### src/rtl/gcl_pkg.sv
package gcl_pkg;

  typedef enum logic {GK_AND = 1'b0, GK_OR = 1'b1} grp_kind_e;

  // Group result: AND-type groups need every masked bit high,
  // OR-type groups need any masked bit high; polarity flips it.
  function automatic logic grp_result(grp_kind_e kind, logic pol,
                                      logic all_hi, logic any_hi);
    logic base;
    base = (kind == GK_AND) ? all_hi : any_hi;
    return base ^ pol;
  endfunction

  // Final combine: AND of contributions, optionally inverted, gated.
  function automatic logic final_gate(logic all_contrib, logic inv, logic glob);
    return glob & (all_contrib ^ inv);
  endfunction

endpackage

### src/rtl/gcl_input_stage.sv
module gcl_input_stage #(
  parameter int unsigned GRP_W      = 8,
  parameter int unsigned NUM_GRP    = 4,
  parameter logic [NUM_GRP-1:0] RAW_GROUPS = 4'b0100,
  parameter int unsigned BLEND_BIT  = 31
) (
  input  logic                       clk,
  input  logic                       rst_n,
  input  logic [NUM_GRP*GRP_W-1:0]   ctl_in,
  output logic [NUM_GRP*GRP_W-1:0]   in_q,
  output logic [NUM_GRP*GRP_W-1:0]   eff
);
  localparam int unsigned N = NUM_GRP * GRP_W;

  always_ff @(posedge clk) begin
    if (!rst_n) in_q <= '0;
    else        in_q <= ctl_in;
  end

  for (genvar i = 0; i < N; i++) begin : g_bit
    if (RAW_GROUPS[i / GRP_W]) begin : g_raw
      assign eff[i] = ctl_in[i];
    end else if (i == BLEND_BIT) begin : g_blend
      assign eff[i] = in_q[i] | ctl_in[i];
    end else begin : g_reg
      assign eff[i] = in_q[i];
    end
  end

  // registered copy follows the input one edge later
  p_capture_r10: assert property (@(posedge clk) disable iff (!rst_n)
    rst_n |=> (in_q == $past(ctl_in)));

  // a high blend input seen at the last edge keeps its path high
  p_blend_r9: assert property (@(posedge clk) disable iff (!rst_n)
    ($past(rst_n) && $past(ctl_in[BLEND_BIT])) |-> eff[BLEND_BIT]);

endmodule

### src/rtl/gcl_group_unit.sv
module gcl_group_unit
  import gcl_pkg::*;
#(
  parameter int unsigned GRP_W = 8,
  parameter grp_kind_e   KIND  = GK_AND
) (
  input  logic             clk,
  input  logic             rst_n,
  input  logic [GRP_W-1:0] data,
  input  logic [GRP_W-1:0] mask,
  input  logic             pol,
  input  logic             en,
  output logic             contrib
);
  logic all_hi, any_hi, res;

  assign all_hi  = &(data | ~mask);
  assign any_hi  = |(data & mask);
  assign res     = grp_result(KIND, pol, all_hi, any_hi);
  assign contrib = en ? res : 1'b1;

  // empty mask yields the kind-specific default
  p_empty_mask_r3: assert property (@(posedge clk) disable iff (!rst_n)
    (en && mask == '0) |-> (contrib == ((KIND == GK_OR) ? pol : ~pol)));

  // a disabled group never pulls the combination low
  p_disabled_r4: assert property (@(posedge clk) disable iff (!rst_n)
    !en |-> contrib);

endmodule

### src/rtl/gcl_final_stage.sv
module gcl_final_stage
  import gcl_pkg::*;
#(
  parameter int unsigned NUM_GRP = 4
) (
  input  logic               clk,
  input  logic               rst_n,
  input  logic [NUM_GRP-1:0] contrib,
  input  logic [NUM_GRP-1:0] en_vec,
  input  logic               invert,
  input  logic               glob,
  output logic               gate
);
  assign gate = final_gate(&contrib, invert, glob);

  // global enable low holds the gate low
  p_global_off_r6: assert property (@(posedge clk) disable iff (!rst_n)
    !glob |-> !gate);

  // nothing enabled, no inversion -> gate high
  p_all_off_r7: assert property (@(posedge clk) disable iff (!rst_n)
    (glob && en_vec == '0 && !invert) |-> gate);

endmodule

### src/rtl/scaler_gate_combiner.sv
module scaler_gate_combiner
  import gcl_pkg::*;
#(
  parameter int unsigned GRP_W      = 8,
  parameter int unsigned NUM_GRP    = 4,
  parameter logic [NUM_GRP-1:0] OR_GROUPS  = 4'b1100,
  parameter logic [NUM_GRP-1:0] RAW_GROUPS = 4'b0100,
  parameter int unsigned BLEND_BIT  = 31
) (
  input  logic                             clk,
  input  logic                             rst_n,
  input  logic [NUM_GRP*GRP_W-1:0]         ctl_in,
  input  logic [NUM_GRP*(GRP_W+2)-1:0]     grp_cfg,
  input  logic                             comb_invert,
  input  logic                             comb_global_en,
  output logic                             gate_out,
  output logic [NUM_GRP*GRP_W-1:0]         mon_q
);
  localparam int unsigned N     = NUM_GRP * GRP_W;
  localparam int unsigned CFG_W = GRP_W + 2;

  logic [N-1:0]       in_q;
  logic [N-1:0]       eff;
  logic [NUM_GRP-1:0] contrib;
  logic [NUM_GRP-1:0] en_vec;

  gcl_input_stage #(
    .GRP_W(GRP_W), .NUM_GRP(NUM_GRP),
    .RAW_GROUPS(RAW_GROUPS), .BLEND_BIT(BLEND_BIT)
  ) u_in (
    .clk(clk), .rst_n(rst_n), .ctl_in(ctl_in), .in_q(in_q), .eff(eff)
  );

  for (genvar g = 0; g < NUM_GRP; g++) begin : g_grp
    localparam grp_kind_e KIND = OR_GROUPS[g] ? GK_OR : GK_AND;
    logic [CFG_W-1:0] cfg;
    assign cfg       = grp_cfg[g*CFG_W +: CFG_W];
    assign en_vec[g] = cfg[GRP_W+1];

    gcl_group_unit #(.GRP_W(GRP_W), .KIND(KIND)) u_grp (
      .clk(clk), .rst_n(rst_n),
      .data(eff[g*GRP_W +: GRP_W]),
      .mask(cfg[GRP_W-1:0]),
      .pol(cfg[GRP_W]),
      .en(cfg[GRP_W+1]),
      .contrib(contrib[g])
    );
  end

  gcl_final_stage #(.NUM_GRP(NUM_GRP)) u_fin (
    .clk(clk), .rst_n(rst_n), .contrib(contrib), .en_vec(en_vec),
    .invert(comb_invert), .glob(comb_global_en), .gate(gate_out)
  );

  assign mon_q = in_q;

endmodule

### config.mk
export PLATFORM = sky130hd
export DESIGN_NAME = scaler_gate_combiner
export DESIGN_NICKNAME = d
export VERILOG_FILES = /design/src/rtl/gcl_pkg.sv /design/src/rtl/gcl_input_stage.sv /design/src/rtl/gcl_group_unit.sv /design/src/rtl/gcl_final_stage.sv /design/src/rtl/scaler_gate_combiner.sv
export SDC_FILE = /design/constraint.sdc
export NUM_CORES = 1
export LEC_CHECK = 0
export ABC_CLOCK_PERIOD_IN_PS = 2700
export BUFFER_PORTS_ARGS = -buffer_cell sky130_fd_sc_hd__buf_4
export CAP_MARGIN = 20
export CELL_PAD_IN_SITES_DETAIL_PLACEMENT = 0
export CELL_PAD_IN_SITES_GLOBAL_PLACEMENT = 1
export CORE_ASPECT_RATIO = 0.75
export CORE_MARGIN = 2
export CORE_UTILIZATION = 27
export DETAILED_ROUTE_END_ITERATION = 10
export GPL_ROUTABILITY_DRIVEN = 0
export PLACE_DENSITY = 0.88
export REMOVE_ABC_BUFFERS = 1
export SLEW_MARGIN = 20
export SYNTH_ARGS = -nofsm -noshare
export SYNTH_HDL_FRONTEND = slang
export SYNTH_HIERARCHICAL = 1
export SYNTH_SLANG_ARGS = --single-unit
### constraint.sdc
create_clock -name clk -period 2.7 [get_ports clk]
set_clock_uncertainty 0.2 [all_clocks]
set_input_delay 0.54 -clock clk [delete_from_list [all_inputs] [get_ports clk]]
set_output_delay 0.54 -clock clk [all_outputs]
set_load 0.02 [all_outputs]
Word-level counts from Yosys, hierarchy flattened
Index checks and enable logic that the tools add are counted.

word-level totals
  register bits = 32
  logic and storage cells = 23

cells by class
  mux-type cells = 4
  bitwise gates (word level) = 13
  reduce and logical (&&, ||, !) cells = 5

operators by type and width
  cell                 count
  8-bit bitwise AND    2
  8-bit NOT            2
  8-bit OR             2
  8-bit AND reduction  2
  8-bit OR reduction   2
  1-bit XOR            5
  1-bit 2-to-1 mux     4
  4-bit AND reduction  1
  1-bit bitwise AND    1
  1-bit OR             1

Logic depth before layout (Yosys ltp)
  depth in word-level cells = 8
  depth in mapped cells = 6

By module
The synthesis kept the hierarchy.

by module, submodules not included
  module                               instances  cells an instance  area each (um2)  sequential area each (um2)
  gcl_input_stage                      1          99                 1134.8           640.6
  gcl_group_unit (g_grp[0].u_grp ...)  2          16                 88.8             0.0
  gcl_group_unit (g_grp[2].u_grp ...)  2          8                  62.6             0.0
  gcl_final_stage                      1          4                  26.3             0.0

Worst setup path after synthesis
OpenSTA, ideal clock, no wires.

  path type = in2out
  from = input ctl_in[31]
  to = output gate_out
  arrival = 1.913 ns
  required time = 1.960 ns
  slack = 0.047 ns
  stages = 6
  cell sequence = or2_2 -> a22oi_1 -> nand4_1 -> mux2_1 -> nand4_1 -> mux2i_1

on the way
  word-level cells in the longest chain between the ends = 8

RTL lines
  element              RTL line                    text
  start: declaration   scaler_gate_combiner.sv:12  input logic [NUM_GRP*GRP_W-1:0] ctl_in,
  1-bit OR             gcl_input_stage.sv:24       assign eff[i] = in_q[i] | ctl_in[i];
  8-bit bitwise AND    gcl_group_unit.sv:18        assign any_hi = |(data & mask);
  8-bit OR reduction   gcl_group_unit.sv:18
  1-bit XOR            gcl_pkg.sv:11               return base ^ pol;
  1-bit 2-to-1 mux     gcl_group_unit.sv:20        assign contrib = en ? res : 1'b1;
  net contrib[3]       scaler_gate_combiner.sv:24  logic [NUM_GRP-1:0] contrib;
  4-bit AND reduction  gcl_final_stage.sv:14       assign gate = final_gate(&contrib, invert, glob);
  1-bit XOR            gcl_pkg.sv:16               return glob & (all_contrib ^ inv);
  1-bit bitwise AND    gcl_pkg.sv:16
  end: declaration     scaler_gate_combiner.sv:16  output logic gate_out,

The timed path passes the listed nets, and every way through them passes these cells.

Worst setup path in the final report
  from = input ctl_in[31]
  to = output gate_out

on the way
  word-level cells in the longest chain between the ends = 8

RTL lines
  element              RTL line                    text
  1-bit OR             gcl_input_stage.sv:24
  net eff[31]          scaler_gate_combiner.sv:23  logic [N-1:0] eff;
  8-bit bitwise AND    gcl_group_unit.sv:18
  8-bit OR reduction   gcl_group_unit.sv:18
  1-bit XOR            gcl_pkg.sv:11
  1-bit 2-to-1 mux     gcl_group_unit.sv:20
  net contrib[3]       scaler_gate_combiner.sv:24
  4-bit AND reduction  gcl_final_stage.sv:14
  1-bit XOR            gcl_pkg.sv:16
  1-bit bitwise AND    gcl_pkg.sv:16

The timed path passes the listed nets, and every way through them passes these cells.

==> flow_summary_export.csv <==
group,metric,value,unit
routing,vias_per_cell,3.96,
sta,finalHoldViolCount,0,
setup_path,cp_max_fo,2,
pwr,peakVddDrop,0.000238,V
synth,postSynthCellCount,151,
grt,antenna_found_initial,0,
clocking,htree_levels,2,
synth,netlist_area,1460,um^2
routing,first_pass_iters,2,
sta,maxSlewViolCount,0,
grt,grt_pass1_vias,1135,
grt,grt-ovfl-total,0,
die,initial_core_util,27.6,%
finish,drive_gt1_share,67.0,%
die,fp.dieH,67.8,um
routing,drt_drc_violations_left,0,
die,rows,23,
min_path,hold_end,"u_in/in_q[10]",
synth,synth_seq_cells,32,
sta,maxSlewHeadroom,84.6,%
die,coreArea,5300,um^2
finish,finalCoreUtilization,42.2,%
sta,finalSetupViolCount,0,
setup_path,slowest_stage,"mux2_4",
clocking,postCtsHoldBufs,0,
setup_path,crit_chain,"buf_6 -> or2_4 -> a22oi_2 -> nand4_1 -> mux2_4 -> nand4_1 -> mux2i_1 -> buf_4",
finish,largest_reg_flops,32,
grt,grt_pass1_wl,5000,um
finish,syn2layout_area_growth,52.6,%
placed_design,dp_slack,-0.0913,ns
sta,rsz0062_at_grt,"true",
sta,max_freq,379,MHz
run,cap_violations,0,
placed_design,dpl.hpwl,2730,um
sta,fin_setup_tns,0,ns
grt,grt_max_degree,33,
routing,wl_per_cell,10.9,um
clocking,clk_pin_slew,0.06,ns
pwr,power_leakage,0.00112,uW
synth,avgSynthCellArea,9.69,um^2
die,ioPinCount,109,
setup_path,critical-path-top-delay-family,"multiplexers",
routing,ant_nets,0,
routing,drt_iter0_drc,13,
finish,nets,308,
setup_path,cp-end-kind,"primary output",
clocking,tritoncts,"yes",
clocking,cts_setup_buffers,0,
die,die_w,89.0,um
finish,antennaDiodeCount,0,
min_path,min_path_cells,2,
routing,vias,1220,
outcome,status,"finished, final reports clean",
setup_path,crit_required,1.96,ns
setup_path,worstPathArrival,1.90,ns
min_path,hp-start,"ctl_in[10]",
routing,routed_wirelength,3350,um
sta,worst_slew_pin_slew,0.229,ns
pwr,power_density,495,nW/um^2
min_path,min_path_type,"in2reg",
placed_design,io_buffers,108,
sta,finalCritPeriodShare,97.6,%
setup_path,max_stage_delay,0.32,ns
synth,yosysWarningCount,6,
synth,seq_area_frac_synth,43.8,%
setup_path,path_class,"in2out",
sta,fin_crit,2.64,ns
sta,setup_ws,0.0640,ns
finish,fillerInstances,560,
clocking,cts_sinks,32,
finish,top_register,"u_in/in_q",
die,die_area,6030,um^2
sta,fin_hold_ws,0.285,ns
grt,grtUsageTotal,11.3,%
clocking,numCtsBuffers,5,
synth,ys_types,15,
clocking,clk_path_buf_depth,2,
setup_path,cpMostUsedCell,"nand4_1",
setup_path,startpoint_type,"input pin",
setup_path,path_buf_inv,2,
finish,top_regs,"u_in/in_q x32",
clocking,root_buffer,"clkbuf_8",
-- worst max-delay path by stage --
stage                      startpoint  endpoint  cells after the start
after floorplan            ctl_in[31]  gate_out                      6
after global placement     ctl_in[31]  gate_out                      8
after detailed placement   ctl_in[31]  gate_out                      8
after CTS                 grp_cfg[15]  gate_out                      8
after global routing       ctl_in[31]  gate_out                      8
final                      ctl_in[31]  gate_out                      8
-- layout make-up --
cell class,count,area [um^2],area share [%]
timing repair buffer,108,815,36.5
clock buffer,8,90.1,4.03
multi-input combinational,69,533,23.9
inverter,16,60.1,2.69
sequential,32,642,28.7
tap,75,93.8,4.20
-- Yosys cell counts --
| master | number | area share [%] |
|---|---|---|
| o22ai_1 | 8 | 3.4 |
| dfxtp_1 | 32 | 44 |
| nand4_1 | 3 | 1.3 |
| inv_1 | 16 | 4.1 |
| nor4_2 | 2 | 1.7 |
| mux2_1 | 4 | 3.1 |
| clkbuf_2 | 3 | 1.0 |
| nand2b_1 | 5 | 2.1 |
| buf_4 | 31 | 16 |
| or2_2 | 1 | 0.43 |
| nand2_1 | 5 | 1.3 |
| mux2i_1 | 1 | 0.68 |
| a22oi_1 | 6 | 3.1 |
| and2_2 | 32 | 16 |
| a22oi_2 | 2 | 1.7 |
-- metrics by stage --
step	total power, uW	area (um^2)	std cells
floorplan	606	1220	117
global placement	744	2120	300
detailed placement	747	2120	300
CTS	1140	2230	308
global route	1170	2230	308
finish	1110	2230	308
-- power breakdown --
group	internal, uW	switching (uW)	total [uW]
sequential	498	11.9	510
combinational	140	88.2	228
clock	208	159	367
-- cells in the final DEF (no fill, tap or decap), types with 2 or more instances in the layout --
cell type / count
a22oi_1: 5
nor4_2: 2
nand2_1: 5
o22ai_1: 7
buf_4: 107
mux2_1: 2
inv_1: 16
dfxtp_1: 31
nand2b_1: 5
clkbuf_8: 6
clkbuf_1: 2
and2_2: 32
a22oi_2: 3
nand4_1: 3
-- metal layers --
metal	vias to the layer above	share of wire, %	global-route usage [%]
met5	-	0	0
li1	615	-	-
met1	539	42	13.6
met3	2	11	5.26
met4	0	0.72	4.48
met2	64	46	17.6
-- logic make-up after synthesis --
| kind of cell | after synthesis | synth area share [%] |
|---|---|---|
| DFF | 32 | 43.8 |
| and+or+nand+nor | 48 | 23.2 |
| muxes | 5 | 3.76 |
| buffers and inverters | 50 | 21.0 |
| AOI/OAI and AO/OA | 16 | 8.20 |
-- what timing repair did --
item                       in CTS  in global routing
setup endpoints to repair       1                  1
resized for setup               5                  2
pin swaps                       5                  4
hold endpoints to repair        0                  0
Note: power is estimated with default switching activity, not from simulation.
